File: src/rtl/ide_trk_pkg.sv
package ide_trk_pkg;

  localparam int SECTOR_SHIFT = 9;
  localparam int BLOCK_SHIFT  = 11;

  localparam logic [7:0] ST_CMD_BUSY   = 8'h80;
  localparam logic [7:0] ST_CMD_DONE   = 8'h50;
  localparam logic [7:0] CODE_NO_MEDIUM = 8'h3A;
  localparam logic [7:0] CODE_DISK_FAIL = 8'hFF;

  typedef enum logic [1:0] {
    ERR_NONE      = 2'd0,
    ERR_DMA       = 2'd1,
    ERR_PKT_IO    = 2'd2,
    ERR_NOT_READY = 2'd3
  } trk_err_e;

  typedef enum logic [1:0] {
    S_IDLE  = 2'd0,
    S_EVAL  = 2'd1,
    S_ISSUE = 2'd2,
    S_WAIT  = 2'd3
  } trk_state_e;

endpackage

File: src/rtl/trk_disk_step.sv
module trk_disk_step #(
  parameter int LBA_W = 32,
  parameter int CNT_W = 16,
  parameter int LEN_W = 16
) (
  input  logic             clk,
  input  logic             rst_n,
  input  logic             load,
  input  logic [LBA_W-1:0] lba_init,
  input  logic [CNT_W-1:0] cnt_init,
  input  logic             apply,
  input  logic             commit,
  input  logic [LEN_W-1:0] bytes,
  output logic [LBA_W-1:0] lba_q,
  output logic [CNT_W-1:0] cnt_q,
  output logic [LBA_W-1:0] lba_nx,
  output logic             done_nx
);
  import ide_trk_pkg::*;

  localparam int SUM_W = LEN_W + 1;

  // whole sectors touched by a chunk, partial sector rounded up
  function automatic logic [SUM_W-1:0] sectors_of(input logic [LEN_W-1:0] b);
    logic [SUM_W-1:0] t;
    t = SUM_W'(b) + SUM_W'((1 << SECTOR_SHIFT) - 1);
    return t >> SECTOR_SHIFT;
  endfunction

  logic [SUM_W-1:0] span;
  logic [CNT_W-1:0] cnt_nx;

  always_comb begin
    span    = apply ? sectors_of(bytes) : '0;
    lba_nx  = lba_q + LBA_W'(span);
    cnt_nx  = cnt_q - CNT_W'(span);
    done_nx = (cnt_nx == '0);
  end

  always_ff @(posedge clk or negedge rst_n) begin
    if (!rst_n) begin
      lba_q <= '0;
      cnt_q <= '0;
    end else if (load) begin
      lba_q <= lba_init;
      cnt_q <= cnt_init;
    end else if (commit) begin
      lba_q <= lba_nx;
      cnt_q <= cnt_nx;
    end
  end

endmodule

File: src/rtl/trk_pkt_step.sv
module trk_pkt_step #(
  parameter int LBA_W = 32,
  parameter int PKT_W = 24,
  parameter int LEN_W = 16
) (
  input  logic             clk,
  input  logic             rst_n,
  input  logic             load,
  input  logic [LBA_W-1:0] lba_init,
  input  logic [PKT_W-1:0] left_init,
  input  logic             apply,
  input  logic             commit,
  input  logic [LEN_W-1:0] bytes,
  output logic [LBA_W-1:0] lba_q,
  output logic [ide_trk_pkg::BLOCK_SHIFT-1:0] idx_q,
  output logic [PKT_W-1:0] left_q,
  output logic [LBA_W+1:0] sector_nx,
  output logic             ok_nx
);
  import ide_trk_pkg::*;

  localparam int IDX_W = BLOCK_SHIFT;
  localparam int SUM_W = (LEN_W > IDX_W ? LEN_W : IDX_W) + 1;
  localparam int SEC_W = LBA_W + 2;

  // 512-byte sector holding a block/offset position
  function automatic logic [SEC_W-1:0] sector_of(input logic [LBA_W-1:0] blk,
                                                 input logic [IDX_W-1:0] off);
    return {blk, 2'b00} + SEC_W'(off >> SECTOR_SHIFT);
  endfunction

  logic [LEN_W-1:0] bytes_g;
  logic [SUM_W-1:0] idx_sum;
  logic [LBA_W-1:0] lba_nx;
  logic [IDX_W-1:0] idx_nx;
  logic [PKT_W-1:0] left_nx;

  always_comb begin
    bytes_g   = apply ? bytes : '0;
    idx_sum   = SUM_W'(idx_q) + SUM_W'(bytes_g);
    lba_nx    = lba_q + LBA_W'(idx_sum >> BLOCK_SHIFT);
    idx_nx    = idx_sum[IDX_W-1:0];
    left_nx   = left_q - PKT_W'(bytes_g);
    ok_nx     = left_nx[PKT_W-1] || (left_nx == '0);
    sector_nx = sector_of(lba_nx, idx_nx);
  end

  always_ff @(posedge clk or negedge rst_n) begin
    if (!rst_n) begin
      lba_q  <= '0;
      idx_q  <= '0;
      left_q <= '0;
    end else if (load) begin
      lba_q  <= lba_init;
      idx_q  <= '0;
      left_q <= left_init;
    end else if (commit) begin
      lba_q  <= lba_nx;
      idx_q  <= idx_nx;
      left_q <= left_nx;
    end
  end

endmodule

File: src/rtl/trk_seq.sv
module trk_seq #(
  parameter int LEN_W = 16
) (
  input  logic             clk,
  input  logic             rst_n,
  input  logic             run_start,
  input  logic [LEN_W-1:0] desc_len,
  input  logic             media_ok,
  input  logic             req_ready,
  input  logic             rsp_valid,
  input  logic             rsp_err,
  output logic             ev_eval,
  output logic             ev_go,
  output logic             ev_clean_end,
  output logic             ev_media_fail,
  output logic             ev_rsp_err,
  output logic             req_valid,
  output logic             busy,
  output logic [LEN_W-1:0] buf_size
);
  import ide_trk_pkg::*;

  trk_state_e st, st_nx;
  logic       desc_empty;

  always_comb begin
    desc_empty    = (desc_len == '0);
    ev_eval       = (st == S_EVAL);
    ev_clean_end  = ev_eval && desc_empty;
    ev_media_fail = ev_eval && !desc_empty && !media_ok;
    ev_go         = ev_eval && !desc_empty && media_ok;
    ev_rsp_err    = (st == S_WAIT) && rsp_valid && rsp_err;
    req_valid     = (st == S_ISSUE);
    busy          = (st == S_ISSUE) || (st == S_WAIT);

    st_nx = st;
    unique case (st)
      S_IDLE:  if (run_start) st_nx = S_EVAL;
      S_EVAL:  st_nx = ev_go ? S_ISSUE : S_IDLE;
      S_ISSUE: if (req_ready) st_nx = S_WAIT;
      S_WAIT:  if (rsp_valid) st_nx = rsp_err ? S_IDLE : S_EVAL;
      default: st_nx = S_IDLE;
    endcase
  end

  always_ff @(posedge clk or negedge rst_n) begin
    if (!rst_n) begin
      st       <= S_IDLE;
      buf_size <= '0;
    end else begin
      st <= st_nx;
      if (st == S_IDLE && run_start) buf_size <= '0;
      else if (ev_go)                buf_size <= desc_len;
      else if (ev_rsp_err)           buf_size <= '0;
    end
  end

endmodule

File: src/rtl/ide_dma_tracker.sv
module ide_dma_tracker #(
  parameter int LBA_W  = 32,
  parameter int CNT_W  = 16,
  parameter int PKT_W  = 24,
  parameter int LEN_W  = 16,
  parameter int ADDR_W = 32
) (
  input  logic              clk,
  input  logic              rst_n,
  input  logic              cmd_load,
  input  logic              cmd_packet,
  input  logic              cmd_write,
  input  logic [LBA_W-1:0]  cmd_lba,
  input  logic [CNT_W-1:0]  cmd_count,
  input  logic [PKT_W-1:0]  cmd_pkt_bytes,
  input  logic              run_start,
  input  logic [ADDR_W-1:0] desc_addr,
  input  logic [LEN_W-1:0]  desc_len,
  output logic              desc_pop,
  output logic [ADDR_W-1:0] desc_next_addr,
  output logic              dma_end,
  input  logic              media_present,
  output logic              req_valid,
  input  logic              req_ready,
  output logic              req_write,
  output logic [LBA_W+1:0]  req_sector,
  output logic [ADDR_W-1:0] req_addr,
  output logic [LEN_W-1:0]  req_bytes,
  input  logic              rsp_valid,
  input  logic              rsp_err,
  input  logic [7:0]        rsp_code,
  output logic              busy,
  input  logic              flush_req,
  output logic              flush_done,
  output logic [LBA_W-1:0]  tf_lba,
  output logic [CNT_W-1:0]  tf_count,
  output logic [PKT_W-1:0]  pkt_left,
  output logic [10:0]       pkt_index,
  output logic [7:0]        status,
  output logic              irq,
  output logic              cmd_ok,
  output logic              err_valid,
  output logic [1:0]        err_kind,
  output logic [7:0]        err_code
);
  import ide_trk_pkg::*;

  localparam int SEC_W = LBA_W + 2;

  // command configuration
  logic mode_pkt;
  logic dir_write;

  // sequencer events, named for the checker
  logic             ev_eval, ev_go, ev_clean_end, ev_media_fail, ev_rsp_err;
  logic [LEN_W-1:0] buf_size;
  logic             has_progress;
  logic             finish_now;
  logic             flush_pend;

  // mode trackers
  logic [LBA_W-1:0] disk_lba_q, disk_lba_nx;
  logic [CNT_W-1:0] disk_cnt_q;
  logic             disk_done_nx;
  logic [LBA_W-1:0] pkt_lba_q;
  logic [10:0]      pkt_idx_q;
  logic [PKT_W-1:0] pkt_left_q;
  logic [SEC_W-1:0] pkt_sector_nx;
  logic             pkt_ok_nx;

  trk_seq #(.LEN_W(LEN_W)) u_seq (
    .clk          (clk),
    .rst_n        (rst_n),
    .run_start    (run_start),
    .desc_len     (desc_len),
    .media_ok     (media_present),
    .req_ready    (req_ready),
    .rsp_valid    (rsp_valid),
    .rsp_err      (rsp_err),
    .ev_eval      (ev_eval),
    .ev_go        (ev_go),
    .ev_clean_end (ev_clean_end),
    .ev_media_fail(ev_media_fail),
    .ev_rsp_err   (ev_rsp_err),
    .req_valid    (req_valid),
    .busy         (busy),
    .buf_size     (buf_size)
  );

  assign has_progress = ev_eval && (buf_size != '0);

  trk_disk_step #(.LBA_W(LBA_W), .CNT_W(CNT_W), .LEN_W(LEN_W)) u_disk (
    .clk     (clk),
    .rst_n   (rst_n),
    .load    (cmd_load),
    .lba_init(cmd_lba),
    .cnt_init(cmd_count),
    .apply   (has_progress && !mode_pkt),
    .commit  (ev_eval && !mode_pkt),
    .bytes   (buf_size),
    .lba_q   (disk_lba_q),
    .cnt_q   (disk_cnt_q),
    .lba_nx  (disk_lba_nx),
    .done_nx (disk_done_nx)
  );

  trk_pkt_step #(.LBA_W(LBA_W), .PKT_W(PKT_W), .LEN_W(LEN_W)) u_pkt (
    .clk      (clk),
    .rst_n    (rst_n),
    .load     (cmd_load),
    .lba_init (cmd_lba),
    .left_init(cmd_pkt_bytes),
    .apply    (has_progress && mode_pkt),
    .commit   (ev_eval && mode_pkt),
    .bytes    (buf_size),
    .lba_q    (pkt_lba_q),
    .idx_q    (pkt_idx_q),
    .left_q   (pkt_left_q),
    .sector_nx(pkt_sector_nx),
    .ok_nx    (pkt_ok_nx)
  );

  assign finish_now = ev_eval && (mode_pkt ? pkt_ok_nx : disk_done_nx);

  assign tf_lba    = mode_pkt ? pkt_lba_q : disk_lba_q;
  assign tf_count  = disk_cnt_q;
  assign pkt_left  = pkt_left_q;
  assign pkt_index = pkt_idx_q;

  always_ff @(posedge clk or negedge rst_n) begin
    if (!rst_n) begin
      mode_pkt       <= 1'b0;
      dir_write      <= 1'b0;
      status         <= 8'h00;
      irq            <= 1'b0;
      cmd_ok         <= 1'b0;
      dma_end        <= 1'b0;
      desc_pop       <= 1'b0;
      desc_next_addr <= '0;
      err_valid      <= 1'b0;
      err_kind       <= ERR_NONE;
      err_code       <= 8'h00;
      req_write      <= 1'b0;
      req_sector     <= '0;
      req_addr       <= '0;
      req_bytes      <= '0;
      flush_pend     <= 1'b0;
      flush_done     <= 1'b0;
    end else begin
      cmd_ok     <= 1'b0;
      dma_end    <= 1'b0;
      desc_pop   <= 1'b0;
      err_valid  <= 1'b0;
      flush_done <= 1'b0;

      if (cmd_load) begin
        mode_pkt  <= cmd_packet;
        dir_write <= cmd_write;
        status    <= ST_CMD_BUSY;
        irq       <= 1'b0;
      end

      if (finish_now) begin
        status <= ST_CMD_DONE;
        irq    <= 1'b1;
        cmd_ok <= mode_pkt;
      end

      if (ev_clean_end) dma_end <= 1'b1;

      if (ev_go || ev_media_fail) begin
        desc_pop       <= 1'b1;
        desc_next_addr <= desc_addr + ADDR_W'(desc_len);
      end

      if (ev_go) begin
        req_write  <= !mode_pkt && dir_write;
        req_sector <= mode_pkt ? pkt_sector_nx : SEC_W'(disk_lba_nx);
        req_addr   <= desc_addr;
        req_bytes  <= desc_len;
      end

      if (ev_media_fail) begin
        err_valid <= 1'b1;
        err_kind  <= mode_pkt ? ERR_NOT_READY : ERR_DMA;
        err_code  <= mode_pkt ? CODE_NO_MEDIUM : CODE_DISK_FAIL;
        dma_end   <= 1'b1;
      end

      if (ev_rsp_err) begin
        err_valid <= 1'b1;
        err_kind  <= mode_pkt ? ERR_PKT_IO : ERR_DMA;
        err_code  <= rsp_code;
        dma_end   <= 1'b1;
      end

      if (flush_pend || flush_req) begin
        if (!busy && flush_pend) begin
          flush_done <= 1'b1;
          flush_pend <= 1'b0;
        end else begin
          flush_pend <= 1'b1;
        end
      end
    end
  end

endmodule

File: config.mk
export PLATFORM = sky130hd
export DESIGN_NAME = ide_dma_tracker
export DESIGN_NICKNAME = d
export VERILOG_FILES = /design/src/rtl/ide_trk_pkg.sv /design/src/rtl/trk_disk_step.sv /design/src/rtl/trk_pkt_step.sv /design/src/rtl/trk_seq.sv /design/src/rtl/ide_dma_tracker.sv
export SDC_FILE = /design/constraint.sdc
export NUM_CORES = 1
export LEC_CHECK = 0
export CORE_MARGIN = 2
export CORE_UTILIZATION = 30
export CTS_CLUSTER_DIAMETER = 150
export DETAILED_ROUTE_END_ITERATION = 16
export HOLD_SLACK_MARGIN = 0.02
export PLACE_DENSITY_LB_ADDON = 0.05
export SETUP_SLACK_MARGIN = 0.15
export SLEW_MARGIN = 0
export SYNTH_ARGS = -nofsm -noshare
export SYNTH_HDL_FRONTEND = slang
export SYNTH_SLANG_ARGS = --single-unit
export TNS_END_PERCENT = 20
File: constraint.sdc
create_clock -name clk -period 13.3 [get_ports clk]
set_input_delay 3.99 -clock clk [delete_from_list [all_inputs] [get_ports clk]]
set_output_delay 3.99 -clock clk [all_outputs]
set_load 0.02 [all_outputs]
==> reports/summary.txt, run 1 <==
status - complete, no violations
most frequent cells in the layout - 409 x nand2_1, 355 x clkdlybuf4s50_1, 267 x dfrtp_1, 123 x o21ai_0, 122 x a21oi_1
Finish-stage setup viols - 0
DIE HEIGHT - 239 um
Clock transition at path regs - 60 ps
area leader, netlist - dfrtp_1
kind of critical path - reg2reg
cell area after synthesis - 16600 um^2
share of layout cells above drive strength 1 - 8.31%
post-CTS resize count - 0
via count - 14700
Max-Cap Viols - 0
TritonCTS buffer count - 36
synth-to-layout area growth - 32.4%
ys async rst share - 100%
Detail Route Antenna Nets - 0
non-filler instance count after layout - 2998
cell count after synthesis - 1919
Starting Density - 30.3%
Post-CTS Hold Fix Bufs - 0
nets - 2436
post-synth top area share - 40.3%
Worst Hold Class - reg2reg
total grt overflow - 0
H-Tree Depth - 2
I/O pin count - 363
syn_area_per_cell - 8.67 um^2
Core ar. - 55000 um^2
depth of the most critical reg-to-reg path - 25
# rows - 86
yosys warns - 0
Final Hold Fails - 0
Arr. time, crit path - 7670 ps
Post-synth EDFFs - 0
sequential share of the synthesized area - 40.3%
clock root buffer - clkbuf_16
critical path depth - 25
Crit-path slowest cell - a211oi_1
postcts setup bufs - 0
DR WL/cell - 19.8 um
worst hold path depth - 2
RSZ-0062 raised after global routing - no
setup TNS - 0 ps
Buf/Inv on CP - 3
synthesized flop and latch total - 268
Final period util - 54.5%
leakage power - 9.24 nW
Clock Tree Buf Depth - 3
largest net degree at the start of global routing - 85
Setup crit end kind - register
Cells after DPL - 2936
Area contributors post-synth - dfrtp_1 40%, nand2_1 9.3%, mux2_2 5.3%
Slew HR - 28.8%
placer's final routability congestion estimate - 0.898
Die Area - 57400 um^2
CTS tree - built
hpwl dp - 44.4 mm
# diodes - 0
first-pass GRT wire length - 90.9 mm
vias per inst - 4.92
crit-path leading delay family - compound AO/OA/AOI/OAI gates
max-slew violations - 0
required time worst endpoint - 13720 ps
Clock Sinks - 268
Pre-antenna DRT Iters - 5
All-Layer GR Usage - 20.7%
Peak VDD IR - 0.0877 mV
startpoint types - register
drt initial violations - 852
IO buf count - 357
Clock Latency Late Sink - 550 ps
Cell Pwr Density - 188 nW/um^2
final wirelength - 59.5 mm
FILL cells - 5593
detailed-route DRC error count - 0
vias in the first global route - 14800
synth unique cells - 80
Worst Skew - 9.91 ps
CP Max Fanout - 63
Tmin final - 7250 ps
most common cell after layout, fill and taps aside - nand2_1
ys flop type - dfrtp_1
Max stage delay on crit path - 730 ps
Max Freq - 138 MHz
initial antenna violation count - 0
die width - 239 um
worst-margin pin slew - 1060 ps
[final cells by class]
cell class	count	area [um^2]	area share, %
clock buffer	55	1090	4.97
clock inverter	7	96.3	0.437
inverter	58	219	0.994
multi-input combinational	1490	9290	42.2
sequential	268	6710	30.4
tap	748	936	4.25
timing repair buffer	372	3690	16.7
[routing by layer]
layer / routed length [um] / share of wire [%] / vias to the layer above / global-route usage, %
li1: - / - / 7198 / -
met1: 26300 / 44 / 7178 / 26.7
met2: 29800 / 50 / 312 / 36.3
met3: 2190 / 3.7 / 53 / 2.71
met4: 1220 / 2.1 / 0 / 5.47
met5: 0 / 0 / - / 0
[metrics by stage]
step | area, um^2 | hold slack (ps) | total power (W) | util, % | setup slack, ps
global placement | 20800 | 460 | 0.00319 | 37.9 | 5910
floorplan | 16700 | 473 | 0.00233 | - | 7090
global route | 22000 | 494 | 0.00441 | 40.1 | 5400
finish | 22000 | 473 | 0.00415 | 40.1 | 6050
detailed placement | 20800 | 463 | 0.00320 | 37.9 | 5850
CTS | 22000 | 479 | 0.00422 | 40.1 | 6040
[registers in the layout, indices dropped and copies added, names as in the netlist, 2 cells and up, named ones only]
signal          count
req_sector         34
desc_next_addr     32
req_addr           32
u_disk.lba_q       32
u_pkt.lba_q        32
u_pkt.left_q       24
req_bytes          16
u_disk.cnt_q       16
u_seq.buf_size     16
u_pkt.idx_q        11
err_code            8
err_kind            2
status              2
[where the power goes]
| part | internal [W] | leakage, nW | switching (W) |
|---|---|---|---|
| logic | 0.000796 | 5.39 | 0.00106 |
| clock network | 0.000604 | 0.587 | 0.000379 |
| registers | 0.00108 | 3.27 | 0.000227 |
[worst paths after layout]
kind                       slack (ps)                from            endpoint
max                              6050            mode_pkt     u_pkt.lba_q[26]
min                               470  desc_next_addr[12]  desc_next_addr[12]
max reg2reg                      6050            mode_pkt     u_pkt.lba_q[26]
min reg2reg                       470  desc_next_addr[12]  desc_next_addr[12]
max in group asynchronous        7590               rst_n            mode_pkt
min in group asynchronous        3390               rst_n         err_code[4]
[synth_stat cells, drive strengths merged, types with 4 or more instances]
cell and n:
xnor2 98, nand4 24, and2 11, and3 32, fa 6, mux2i 10, nand2 411, o22ai 4
nor2 122, clkbuf 86, nor2b 13, or2 12, o21ai 131, nand3 53, a211o 4, o22a 5
ha 65, o21bai 7, a211oi 6, o21a 16, inv 58, nor4 12, a21o 18, dfrtp 268
buf 21, o31ai 5, nand2b 10, o31a 7, a21oi 125, a31oi 12, mux2 78, or3 10
o211ai 6, o221ai 17, xor2 88, nor3b 5, nor3 27
[kinds of logic after synthesis]
family                     after synthesis  share of synthesized area [%]
muxes                                   88                           5.88
AOI/OAI and AO/OA                      391                           14.5
adders and majority gates               71                           5.61
xor gates and xnor gates               186                           9.79
and+or+nand+nor                        749                           19.8
other                                    1                         0.0225
DFF                                    268                           40.3
buffers and inverters                  165                           4.11
[worst min-delay path, delay by kind of cell (launching register included)]
| family | cells | cell delay, ps |
|---|---|---|
| flops | 1 | 340 |
| compound gates | 1 | 60 |
| simple gates | 1 | 40 |
(Power assumes the default switching activity.)
==> inputs of run 2 (changes only) <==
==> constraint.sdc (replaced) <==
create_clock -name clk -period 6.2 [get_ports clk]
set_input_delay 1.86 -clock clk [delete_from_list [all_inputs] [get_ports clk]]
set_output_delay 1.86 -clock clk [all_outputs]
set_load 0.02 [all_outputs]
==> run 2 against run 1 <==
Count of clock-buffer cells in the layout is 1 higher. Critical path depth is 2 higher. Utilization is 0.25 points higher. Final area is 0.61% higher. Final cell count is 0.67% higher. Power is 110% higher. Clock skew is 2.4 ps higher. Fmax is 28% higher. Sequential share of layout area is 0.19 points lower. Worst hold slack worse by 5.5 ps. Critical path type unchanged.
==> reports/summary.txt, run 2 (synthesis results as in run 1) <==
status - complete, no violations
most frequent cells in the layout - 409 x nand2_1, 355 x clkdlybuf4s50_1, 267 x dfrtp_1, 122 x a21oi_1, 121 x o21ai_0
# rows - 86 (unchanged)
hpwl dp - 45.6 mm (+2.6%)
Pre-antenna DRT Iters - 5 (unchanged)
via count - 14800 (+0.52%)
TritonCTS buffer count - 36 (unchanged)
worst-margin pin slew - 1160 ps (+96.0 ps)
initial antenna violation count - 1 (+1)
IO buf count - 357 (unchanged)
RSZ-0062 raised after global routing - yes
setup TNS - 0 ps (unchanged)
placer's final routability congestion estimate - 0.861 (-4.2%)
kind of critical path - reg2reg
CP startpoint - u_seq.buf_size[6]
Clock transition at path regs - 50 ps (about the same)
Clock Sinks - 268 (unchanged)
Most flops, register - req_sector
detailed-route DRC error count - 0 (unchanged)
Cell Pwr Density - 400 nW/um^2 (+110%)
H-Tree Depth - 2 (unchanged)
Post-CTS Hold Fix Bufs - 0 (unchanged)
CP Max Fanout - 7 (-89%)
Max-Cap Viols - 0 (unchanged)
Worst Skew - 12.3 ps (+2.40 ps)
Core ar. - 55000 um^2 (unchanged)
nets - 2457 (+0.86%)
most common cell after layout, fill and taps aside - nand2_1
share of layout cells above drive strength 1 - 9.48% (+1.2 points)
flop2flop setup slack - 530 ps (-5520 ps)
Clock Latency Late Sink - 540 ps (about the same)
R2R Path Start - u_seq.buf_size[6]
worst r2r dst - req_sector[30]
total grt overflow - 0 (unchanged)
drt initial violations - 993 (+17%)
Die Area - 57400 um^2 (unchanged)
die width - 239 um (unchanged)
required time worst endpoint - 6570 ps (-7150 ps)
All-Layer GR Usage - 21.2% (+0.53 points)
Max Freq - 176 MHz (+28%)
depth of the most critical reg-to-reg path - 27 (+8.0%)
leakage power - 9.31 nW (+0.76%)
Worst Hold Class - reg2reg
synth-to-layout area growth - 33.2%
I/O pin count - 363 (unchanged)
vias in the first global route - 14900 (+1.0%)
Final Hold Fails - 0 (unchanged)
Detail Route Antenna Nets - 0 (unchanged)
vias per inst - 4.91 (-0.14%)
DIE HEIGHT - 239 um (unchanged)
worst hold path depth - 2 (unchanged)
Finish-stage setup viols - 0 (unchanged)
Slew HR - 22.3% (-6.5 points)
CTS tree - built
Setup crit end - req_sector[30]
first-pass GRT wire length - 92.8 mm (+2.0%)
Final period util - 91.5% (+37 points)
Starting Density - 30.3% (unchanged)
largest net degree at the start of global routing - 118 (+39%)
startpoint types - register
Tmin final - 5670 ps (-1580 ps)
max-slew violations - 0 (unchanged)
Clock Tree Buf Depth - 3 (unchanged)
FILL cells - 5598 (+0.089%)
final wirelength - 60.9 mm (+2.5%)
Peak VDD IR - 0.211 mV (+140%)
clock root buffer - clkbuf_16
Setup crit end kind - register
Arr. time, crit path - 6040 ps (-1630 ps)
max reg flops - 34 (unchanged)
final hold slack - 468 ps (-5.51 ps)
DR WL/cell - 20.2 um (+1.8%)
-- run 2: repair_timing --
action,in CTS,in global routing
resized for setup,0,13
buffers inserted,0,1
setup endpoints to repair,0,41
-- run 2: where the power goes --
group / internal (W) / switching (W)
clock: 0.00119 / 0.000813
combinational: 0.00178 / 0.00236
sequential: 0.00231 / 0.000423
-- run 2: worst min-delay path by stage --
stage	endpoint	slack, ps	from
2_1_floorplan	flush_done	470	flush_pend
3_3_place_gp	req_addr[17]	460	req_addr[17]
3_5_place_dp	req_sector[7]	460	req_sector[7]
4_1_cts	req_sector[7]	480	req_sector[7]
5_1_grt	req_addr[22]	490	req_addr[22]
6_report	req_sector[7]	470	req_sector[7]
-- run 2: routing by layer --
| metal | GRT usage (%) | vias to the layer above | routed length [um] |
|---|---|---|---|
| li1 | - | 7237 | - |
| met1 | 28.1 | 7238 | 27800 |
| met2 | 36.2 | 283 | 29700 |
| met3 | 3.16 | 60 | 2210 |
| met4 | 5.15 | 0 | 1210 |
| met5 | 0 | - | 0 |
-- run 2: through the flow --
step	util (%)	cell area (um^2)	power (W)	instances	setup WS, ps
after CTS	40.2	22100	0.00900	3016	184
after global placement	38.2	21000	0.00690	2956	332
after global routing	40.3	22200	0.00946	3017	127
after detailed placement	38.2	21000	0.00692	2956	279
final	40.3	22200	0.00887	3018	529
after floorplan	-	16700	0.00499	1923	234
-- run 2: critical path, stage by stage, from the launching register on --
cell	delay, ps
dfrtp_1	400
nor4_2	310
nand3_1	160
nor2_1	140
nor2_1	120
nand2_1	120
inv_1	50
ha_1	270
a21o_1	190
a21o_1	220
a2111oi_2	370
nor3_1	140
a41o_1	280
o41a_1	380
xnor2_1	180
ha_1	190
inv_1	60
fa_1	400
nor2b_1	120
o21ai_1	100
a21boi_2	150
o21ai_2	100
a211oi_2	320
buf_4	190
nand2_1	120
nor2_1	150
xnor2_1	140
o221ai_1	130
-- run 2: cell type report --
type                       instances  area [um^2]  area share, %
clock buffer                      56         1080           4.85
multi-input combinational       1490         9340           42.1
clock inverter                     4         35.0          0.158
inverter                          58          219          0.988
timing repair buffer             393         3860           17.4
tap                              748          936           4.22
antenna                            1         2.50         0.0113
sequential                       268         6710           30.3
